File: config.mk
export PLATFORM = sky130hd
export DESIGN_NAME = booth_seq_mul
export DESIGN_NICKNAME = d
export VERILOG_FILES = /design/src/rtl/booth_mul_pkg.sv /design/src/rtl/booth_recoder.sv /design/src/rtl/booth_addsub.sv /design/src/rtl/booth_ctrl.sv /design/src/rtl/booth_seq_mul.sv
export SDC_FILE = /design/constraint.sdc
export NUM_CORES = 1
export LEC_CHECK = 0
export BUFFER_PORTS_ARGS = -buffer_cell sky130_fd_sc_hd__clkbuf_2
export CORE_MARGIN = 4
export CORE_UTILIZATION = 55
export DETAILED_ROUTE_END_ITERATION = 16
export PLACE_DENSITY_LB_ADDON = 0.25
export SLEW_MARGIN = 5
export SYNTH_ARGS = -nofsm -noshare
export SYNTH_HDL_FRONTEND = slang
export SYNTH_SLANG_ARGS = --single-unit
File: constraint.sdc
create_clock -name clk -period 5.4 [get_ports clk]
set_clock_uncertainty 0.05 [all_clocks]
set_input_delay 0.27 -clock clk [delete_from_list [all_inputs] [get_ports clk]]
set_output_delay 0.27 -clock clk [all_outputs]
set_load 0.02 [all_outputs]
File: src/rtl/booth_mul_pkg.sv
package booth_mul_pkg;

  typedef enum logic [1:0] {
    STEP_HOLD = 2'd0,
    STEP_ADD  = 2'd1,
    STEP_SUB  = 2'd2
  } step_e;

  // Pair (current bit, previous bit) to the action on the upper half.
  function automatic step_e decode_pair(input logic cur, input logic prev);
    unique case ({cur, prev})
      2'b01:   decode_pair = STEP_ADD;
      2'b10:   decode_pair = STEP_SUB;
      default: decode_pair = STEP_HOLD;
    endcase
  endfunction

endpackage

File: src/rtl/booth_recoder.sv
module booth_recoder
  import booth_mul_pkg::*;
(
  input  logic  cur_bit,
  input  logic  prev_bit,
  output step_e op
);

  always_comb begin
    op = decode_pair(cur_bit, prev_bit);
  end

  // equal bits never touch the upper half, and unequal bits always do
  always_comb begin
    pair_map_chk: assert ((cur_bit == prev_bit) == (op == STEP_HOLD))
      else $error("recoder mapping broken");
  end

endmodule

File: src/rtl/booth_addsub.sv
module booth_addsub
  import booth_mul_pkg::*;
#(
  parameter int W = 5
) (
  input  logic [W-1:0] upper,
  input  logic [W-1:0] mc,
  input  step_e        op,
  output logic [W-1:0] result
);

  // Carry out of the W-bit sum is dropped (wraps modulo 2^W).
  always_comb begin
    unique case (op)
      STEP_ADD: result = upper + mc;
      STEP_SUB: result = upper - mc;
      default:  result = upper;
    endcase
  end

endmodule

File: src/rtl/booth_ctrl.sv
module booth_ctrl #(
  parameter int N = 4
) (
  input  logic clk,
  input  logic rst_n,
  input  logic go,
  output logic busy,
  output logic done,
  output logic load,
  output logic step_en
);

  localparam int CW = (N > 1) ? $clog2(N) : 1;
  localparam logic [CW-1:0] LAST = CW'(N - 1);

  logic [CW-1:0] step_cnt;
  logic          last_step;

  assign load      = go && !busy;
  assign step_en   = busy;
  assign last_step = busy && (step_cnt == LAST);

  always_ff @(posedge clk or negedge rst_n) begin
    if (!rst_n) begin
      busy     <= 1'b0;
      done     <= 1'b0;
      step_cnt <= '0;
    end else begin
      done <= last_step;
      if (load) begin
        busy     <= 1'b1;
        step_cnt <= '0;
      end else if (busy) begin
        step_cnt <= step_cnt + 1'b1;
        if (last_step) busy <= 1'b0;
      end
    end
  end


  accept_chk: assert property (@(posedge clk) disable iff (!rst_n)
    (go && !busy) |=> busy);


  finish_chk: assert property (@(posedge clk) disable iff (!rst_n)
    (busy && step_cnt == LAST) |=> (done && !busy));


  done_pulse_chk: assert property (@(posedge clk) disable iff (!rst_n)
    done |=> !done);


  done_idle_chk: assert property (@(posedge clk) disable iff (!rst_n)
    done |-> !busy);

endmodule

File: src/rtl/booth_seq_mul.sv
module booth_seq_mul
  import booth_mul_pkg::*;
#(
  parameter int N = 4
) (
  input  logic           clk,
  input  logic           rst_n,
  input  logic           go,
  input  logic [N-1:0]   mcand,
  input  logic [N-1:0]   mplier,
  output logic           busy,
  output logic           done,
  output logic [2*N-1:0] product
);

  localparam int HW = N + 1;  // widened upper half

  logic [HW-1:0] hi_q;      // upper half, one guard bit
  logic [N-1:0]  lo_q;      // lower half, starts as multiplier
  logic          prev_q;    // previously examined multiplier bit
  logic [HW-1:0] mc_q;      // sign-extended multiplicand
  logic [HW-1:0] hi_next;
  logic          load;
  logic          step_en;
  step_e         op;

  booth_ctrl #(.N(N)) u_ctrl (
    .clk     (clk),
    .rst_n   (rst_n),
    .go      (go),
    .busy    (busy),
    .done    (done),
    .load    (load),
    .step_en (step_en)
  );

  booth_recoder u_rec (
    .cur_bit  (lo_q[0]),
    .prev_bit (prev_q),
    .op       (op)
  );

  booth_addsub #(.W(HW)) u_as (
    .upper  (hi_q),
    .mc     (mc_q),
    .op     (op),
    .result (hi_next)
  );

  always_ff @(posedge clk or negedge rst_n) begin
    if (!rst_n) begin
      hi_q   <= '0;
      lo_q   <= '0;
      prev_q <= 1'b0;
      mc_q   <= '0;
    end else if (load) begin
      hi_q   <= '0;
      lo_q   <= mplier;
      prev_q <= 1'b0;
      mc_q   <= {mcand[N-1], mcand};
    end else if (step_en) begin
      // arithmetic shift of {hi, lo, prev} by one place
      hi_q   <= {hi_next[HW-1], hi_next[HW-1:1]};
      lo_q   <= {hi_next[0], lo_q[N-1:1]};
      prev_q <= lo_q[0];
    end
  end

  assign product = {hi_q[N-1:0], lo_q};


  mcand_hold_chk: assert property (@(posedge clk) disable iff (!rst_n)
    busy |=> $stable(mc_q));


  result_hold_chk: assert property (@(posedge clk) disable iff (!rst_n)
    (!busy && !go) |=> $stable(product));


  load_state_chk: assert property (@(posedge clk) disable iff (!rst_n)
    (go && !busy) |=> (hi_q == '0 && !prev_q && lo_q == $past(mplier)));

endmodule

==> flow_summary.toml, run 1 <==
[run_status]
status = "complete, no violations"

[detailed_routing]
drt-initial-drc-count = 17
viasPerCell = 5.10
first_pass_iters = 4
wl_per_cell_um = 12.3
num_vias = 735
wl_mm = 1.77
final_antenna_net_count = 0
drc_errors = 0

[synthesis]
synth_edf_count = 0
async_flop_share = 1.00
syn_inst = 100
yosysUniqueCellTypes = 28
synth_seq_cells = 17
yosys_warnings = 0
syn_nets = 119
synth_area_um2 = 973
ys_seq_area_frac = 0.437
syn_area_per_cell_um2 = 9.73
ys.flop_type = "dfrtp_1"

[placement]
pre_cts_ws_ps = 3040
dp.cells = 139
place_congestion = 0.860
hpwlAfterDp_mm = 1.42
numPortBuffers = 20

[power_and_ir_drop]
power_density_nw_per_um2 = 769
irDropWorstVdd_mv = 0.349
p_total_uw = 857
leakage_nw = 0.565

[setup_path]
reg2reg_depth = 9
path_class = "flip-flop to flip-flop"
endpoint_kind = "flip-flop"
r2r_start = "prev_q"
path_max_fanout = 5
startpoint_type = "flip-flop"
cp.required_ps = 5530
critPathArrivalTime_ps = 2480
reg2reg_to = "hi_q[3]"
ff2ff_setup_slack_ps = 3050

[min_path]
min_path_cells = 3
min_to = "mc_q[0]"
hold_path.class = "input port to flip-flop"
min_from = "mcand[0]"

[grt]
grt_first_pass_wirelength_mm = 3.05
grt_overflow = 0
antenna_found_initial = 0
grt_pass1_vias = 708
grt_max_degree = 19
grt_util_all_layers = 0.160

[timing]
worst_pin_slew_ps = 479
period_share = 0.434
fmax_ghz = 0.426
slew_viol_final = 0
slew_headroom = 0.681
finalSetupViolations = 0
grt_setup_unrepaired = "no"
hold_viol_final = 0
fin_crit_ps = 2350
worst_slack_ps = 3050
finalSetupTns_ps = 0

[die]
core-area_um2 = 1590
chipHeight_um = 50.1
ios = 21
dieArea_um2 = 2510
start_util = 0.611
num_rows = 14
die_x_um = 50.1

[layout]
fill_cells = 123
fin_nets = 140
area_growth_syn_to_layout_pct = 14.4
seqCellArea_um2 = 425
post-route-util = 0.699
fin_cells = 144
multi_input_area_um2 = 492
num_antenna_cells = 0
drive_above_1_share = 0.233

[cts]
clock_path_buffers = 2
clk_transition_reported_paths_ps = 90
cts_tree = "done"
clk_latency_ps = 290
htree_levels = 1
numCtsBuffers = 3
postCtsSetupBuffers = 0
cts_num_sinks = 17
clockRootBuffer = "clkbuf_4"

[job]
drv_cap = 0
critical path, cell delays in order, from the launching register on:
cell and delay (ps):
dfrtp_1 390, inv_1 60, ha_1 220, mux2_2 380, fa_1 430, nand2b_1 170
a21oi_2 130, xnor2_1 150, mux2i_1 200, nand3_1 80
kinds of logic (layout without fill, tap and decap cells):
group,count (synthesis),after routing,synth area share
adders and majority gates,8,8,0.111
muxes,9,9,0.0964
AOI/OAI and AO/OA,18,18,0.117
and+or+nand+nor,30,30,0.136
DFF,17,17,0.437
xor gates and xnor gates,5,5,0.0450
buffers and inverters,13,33,0.0578
worst max-delay path by stage:
| stage | from | slack [ps] | end |
|---|---|---|---|
| global route | prev_q | 2890 | hi_q[3] |
| global placement | prev_q | 3090 | hi_q[3] |
| floorplan | prev_q | 3160 | hi_q[3] |
| CTS | mc_q[0] | 3030 | hi_q[3] |
| finish | prev_q | 3050 | hi_q[3] |
| detailed placement | prev_q | 3040 | hi_q[3] |
routing by layer:
layer  up-vias  global-route usage  wire length [um]
met5         -                   0                 0
met2        18               0.276               905
met4         0              0.0553                 0
li1        374                   -                 -
met3         0              0.0392               111
met1       343               0.190               753
stage by stage:
step                      area (um^2)  hold WS, ps
after global placement           1080          167
after CTS                        1110          138
after floorplan                   973        -75.6
after detailed placement         1080          176
after global routing             1110          147
final                            1110          158
placed cells by master, fill, tap and decap left out, types with 2 or more instances in the layout:
master	n
nor3_1	2
a21oi_1	2
ha_1	7
dfrtp_1	17
clkbuf_4	3
o21ai_0	9
nor2_1	7
xnor2_1	3
mux2_2	3
clkbuf_2	20
mux2i_1	6
a22o_1	2
xor2_1	2
nand2_1	14
and2_1	2
inv_1	8
flip-flops by register name, indices dropped and copies added, names as in the netlist:
signal and count:
u_ctrl.busy 1, u_ctrl.step_cnt 2, u_ctrl.done 1, hi_q 4, lo_q 4, prev_q 1
mc_q 4
synth_stat cells (3+ instances only):
library cell / number / area (um^2)
xnor2_1: 3 / 26.3
ha_1: 7 / 87.6
buf_2: 3 / 15.0
nand2_1: 14 / 52.6
inv_1: 8 / 30.0
mux2i_1: 6 / 60.1
nor2_1: 7 / 26.3
dfrtp_1: 17 / 425
mux2_2: 3 / 33.8
o21ai_0: 9 / 45.0
layout make-up:
class / instances / area share
multi-input cells: 70 / 0.442
well taps: 24 / 0.0270
flip-flops and latches: 17 / 0.382
clock buffers: 4 / 0.0236
inverters: 8 / 0.0270
repair buffers: 21 / 0.0989
where the power goes:
group | leakage, nW | switching [mW] | internal [mW] | total (mW)
combinational | 0.342 | 0.282 | 0.253 | 0.535
sequential | 0.208 | 0.0617 | 0.192 | 0.253
clock | 0.0150 | 0.0392 | 0.0287 | 0.0679
repair_timing:
action,4_1_cts,5_1_grt
resized for setup,0,0
hold buffers,1,0
hold endpoints to repair,17,0
(Power assumes the default switching activity.)
==> inputs of run 2 (changes only) <==
- ABC_AREA: unset -> 1
- CORE_UTILIZATION: 55 -> 53
- clock period: 5.4 -> 2.41 ns (I/O delays scaled with it)
==> run 2 against run 1 <==
Design area rose by 8.2%. Register-to-register slack got worse by 2800 ps. Maximum frequency rose by 10%. Synthesized cell count rose by 25%. Wire length rose by 17%. First-iteration DRC count rose by 88%. Die area rose by 6.6%. Synthesized area rose by 4.0%. Hold slack got worse by 150 ps. Final cell count rose by 23%. Flip-flop and latch count did not move. Largest cell class unchanged. Highest routed layer is now met4.
==> flow_summary.toml, run 2 <==
[run_status]
status = "complete, no violations"

[setup_path]
path_class = "flip-flop to flip-flop"
endpoint_kind = "flip-flop"
r2r_start = "lo_q[0]"
ff2ff_setup_slack_ps = 280
startpoint_type = "flip-flop"
path_max_fanout = 7
cp.required_ps = 2550
reg2reg_depth = 11
reg2reg_to = "hi_q[3]"
critPathArrivalTime_ps = 2270

[cts]
clk_transition_reported_paths_ps = 100
clock_path_buffers = 2
clockRootBuffer = "clkbuf_4"
htree_levels = 1
numCtsBuffers = 3
clk_latency_ps = 290
cts_tree = "done"
cts_num_sinks = 17

[detailed_routing]
wl_mm = 2.07
num_vias = 873
viasPerCell = 4.93
first_pass_iters = 4
final_antenna_net_count = 0
drc_errors = 0
wl_per_cell_um = 11.7
drt-initial-drc-count = 32

[synthesis]
ys_top_cells_by_area = "dfrtp_1, nand2_1, ha_1"
syn_area_per_cell_um2 = 8.10
netlist_top_cells_count = "nand2_1, dfrtp_1, inv_1"
async_flop_share = 1.00
synth_area_um2 = 1010
synth_edf_count = 0
ys.flop_type = "dfrtp_1"
yosys_warnings = 0
netlist.top_cell.by_area = "dfrtp_1"
post-synth-top-count-cell = "nand2_1"
syn_nets = 144
yosysUniqueCellTypes = 25
syn_inst = 125
synth_seq_cells = 17
post-synth-top-area-fraction = 0.420
ys_seq_area_frac = 0.420

[layout]
post-route-util = 0.683
num_antenna_cells = 0
final_common_cell = "nand2_1"
top_regs = "hi_q (4), lo_q (4), mc_q (4)"
fin_nets = 172
layout_common_cells = "nand2_1, clkbuf_2, dfrtp_1, inv_1"
area_growth_syn_to_layout_pct = 19.0
postLayoutCellArea_um2 = 1200
drive_above_1_share = 0.204

[die]
dieArea_um2 = 2670
ios = 21
start_util = 0.574
chipHeight_um = 51.7
core-area_um2 = 1760
num_rows = 15
die_x_um = 51.7

[timing]
slew_viol_final = 0
finalSetupTns_ps = 0
fin_crit_ps = 2130
period_share = 0.882
fmax_ghz = 0.470
hold_viol_final = 0
slew_headroom = 0.715
grt_setup_unrepaired = "no"
finalSetupViolations = 0
worst_pin_slew_ps = 427

[grt]
grt_max_degree = 18
grt_util_all_layers = 0.184
grt_overflow = 0
antenna_found_initial = 0
grt_pass1_vias = 866
grt_first_pass_wirelength_mm = 3.73

[placement]
postPlaceCellArea_um2 = 1110
hpwlAfterDp_mm = 1.54
place_congestion = 0.921
numPortBuffers = 20

[min_path]
min_to = "lo_q[0]"
hold_path.class = "input port to flip-flop"
min_path_cells = 3
min_from = "mplier[0]"

[job]
drv_cap = 0
run 2: cell types whose count changed in the layout (fill, tap and decap cells not counted), moves of 5 or more:
cell and delta:
dlygate4sd3_1 +5, inv_1 +8, mux2i_1 -6, nand2_1 +16, nand3_1 +9
run 2: critical path, cell delays in order, from the launching register on:
cell	delay, ps
dfrtp_1	410
ha_1	260
a31oi_1	190
xor2_1	160
inv_1	60
ha_1	340
a21oi_2	180
o21ai_0	120
nand3_1	90
nand3_1	70
nand2_1	60
inv_1	30
run 2: what timing repair did:
action / in CTS / in global routing
setup buffers: 0 / 0
resized for setup: 0 / 1
setup endpoints to repair: 0 / 1
hold buffers: 6 / 0
hold endpoints to repair: 22 / 0
run 2: final cells by class:
type	instances	area, um^2
tap	25	31.3
clock inverter	1	5.00
fill	170	559
inverter	19	73.8
sequential	17	425
multi-input combinational	86	487
timing repair buffer	26	160
clock buffer	3	22.5
run 2: metal layers:
| metal | GRT usage | wire length [um] | vias up |
|---|---|---|---|
| met2 | 0.305 | 981 | 20 |
| met3 | 0.0344 | 92 | 2 |
| li1 | - | - | 462 |
| met5 | 0 | 0 | - |
| met1 | 0.251 | 990 | 389 |
| met4 | 0.0393 | 7 | 0 |
run 2: how the worst max path moves through the flow:
stage / startpoint / endpoint / slack (ps) / cells past startpoint
3_5_place_dp: lo_q[0] / hi_q[3] / 280 / 11
6_report: lo_q[0] / hi_q[3] / 280 / 11
2_1_floorplan: lo_q[0] / hi_q[3] / 480 / 11
5_1_grt: prev_q / hi_q[3] / 60 / 12
4_1_cts: lo_q[0] / hi_q[3] / 260 / 11
3_3_place_gp: lo_q[0] / hi_q[3] / 300 / 11
run 2: cells by family after synthesis:
family,count (synthesis),synth area share
buffers and inverters,22,0.103
AND/OR/NAND/NOR,55,0.235
adder cells (fa/ha/maj),8,0.106
AO/OA/AOI/OAI,22,0.127
XOR/XNOR,1,0.00865
flip-flops,17,0.420
run 2: metrics by stage:
stage	setup slack (ps)	hold slack, ps	instances
final	283	10.9	177
after global routing	56.6	26.8	177
after CTS	264	11.2	177
after detailed placement	283	28.0	167
after global placement	297	21.3	167
after floorplan	478	-225	125
Power of run 2 is left out: the tool's default activity adds up to more than one toggle a clock period on the data nets, which glitch-free logic cannot reach.
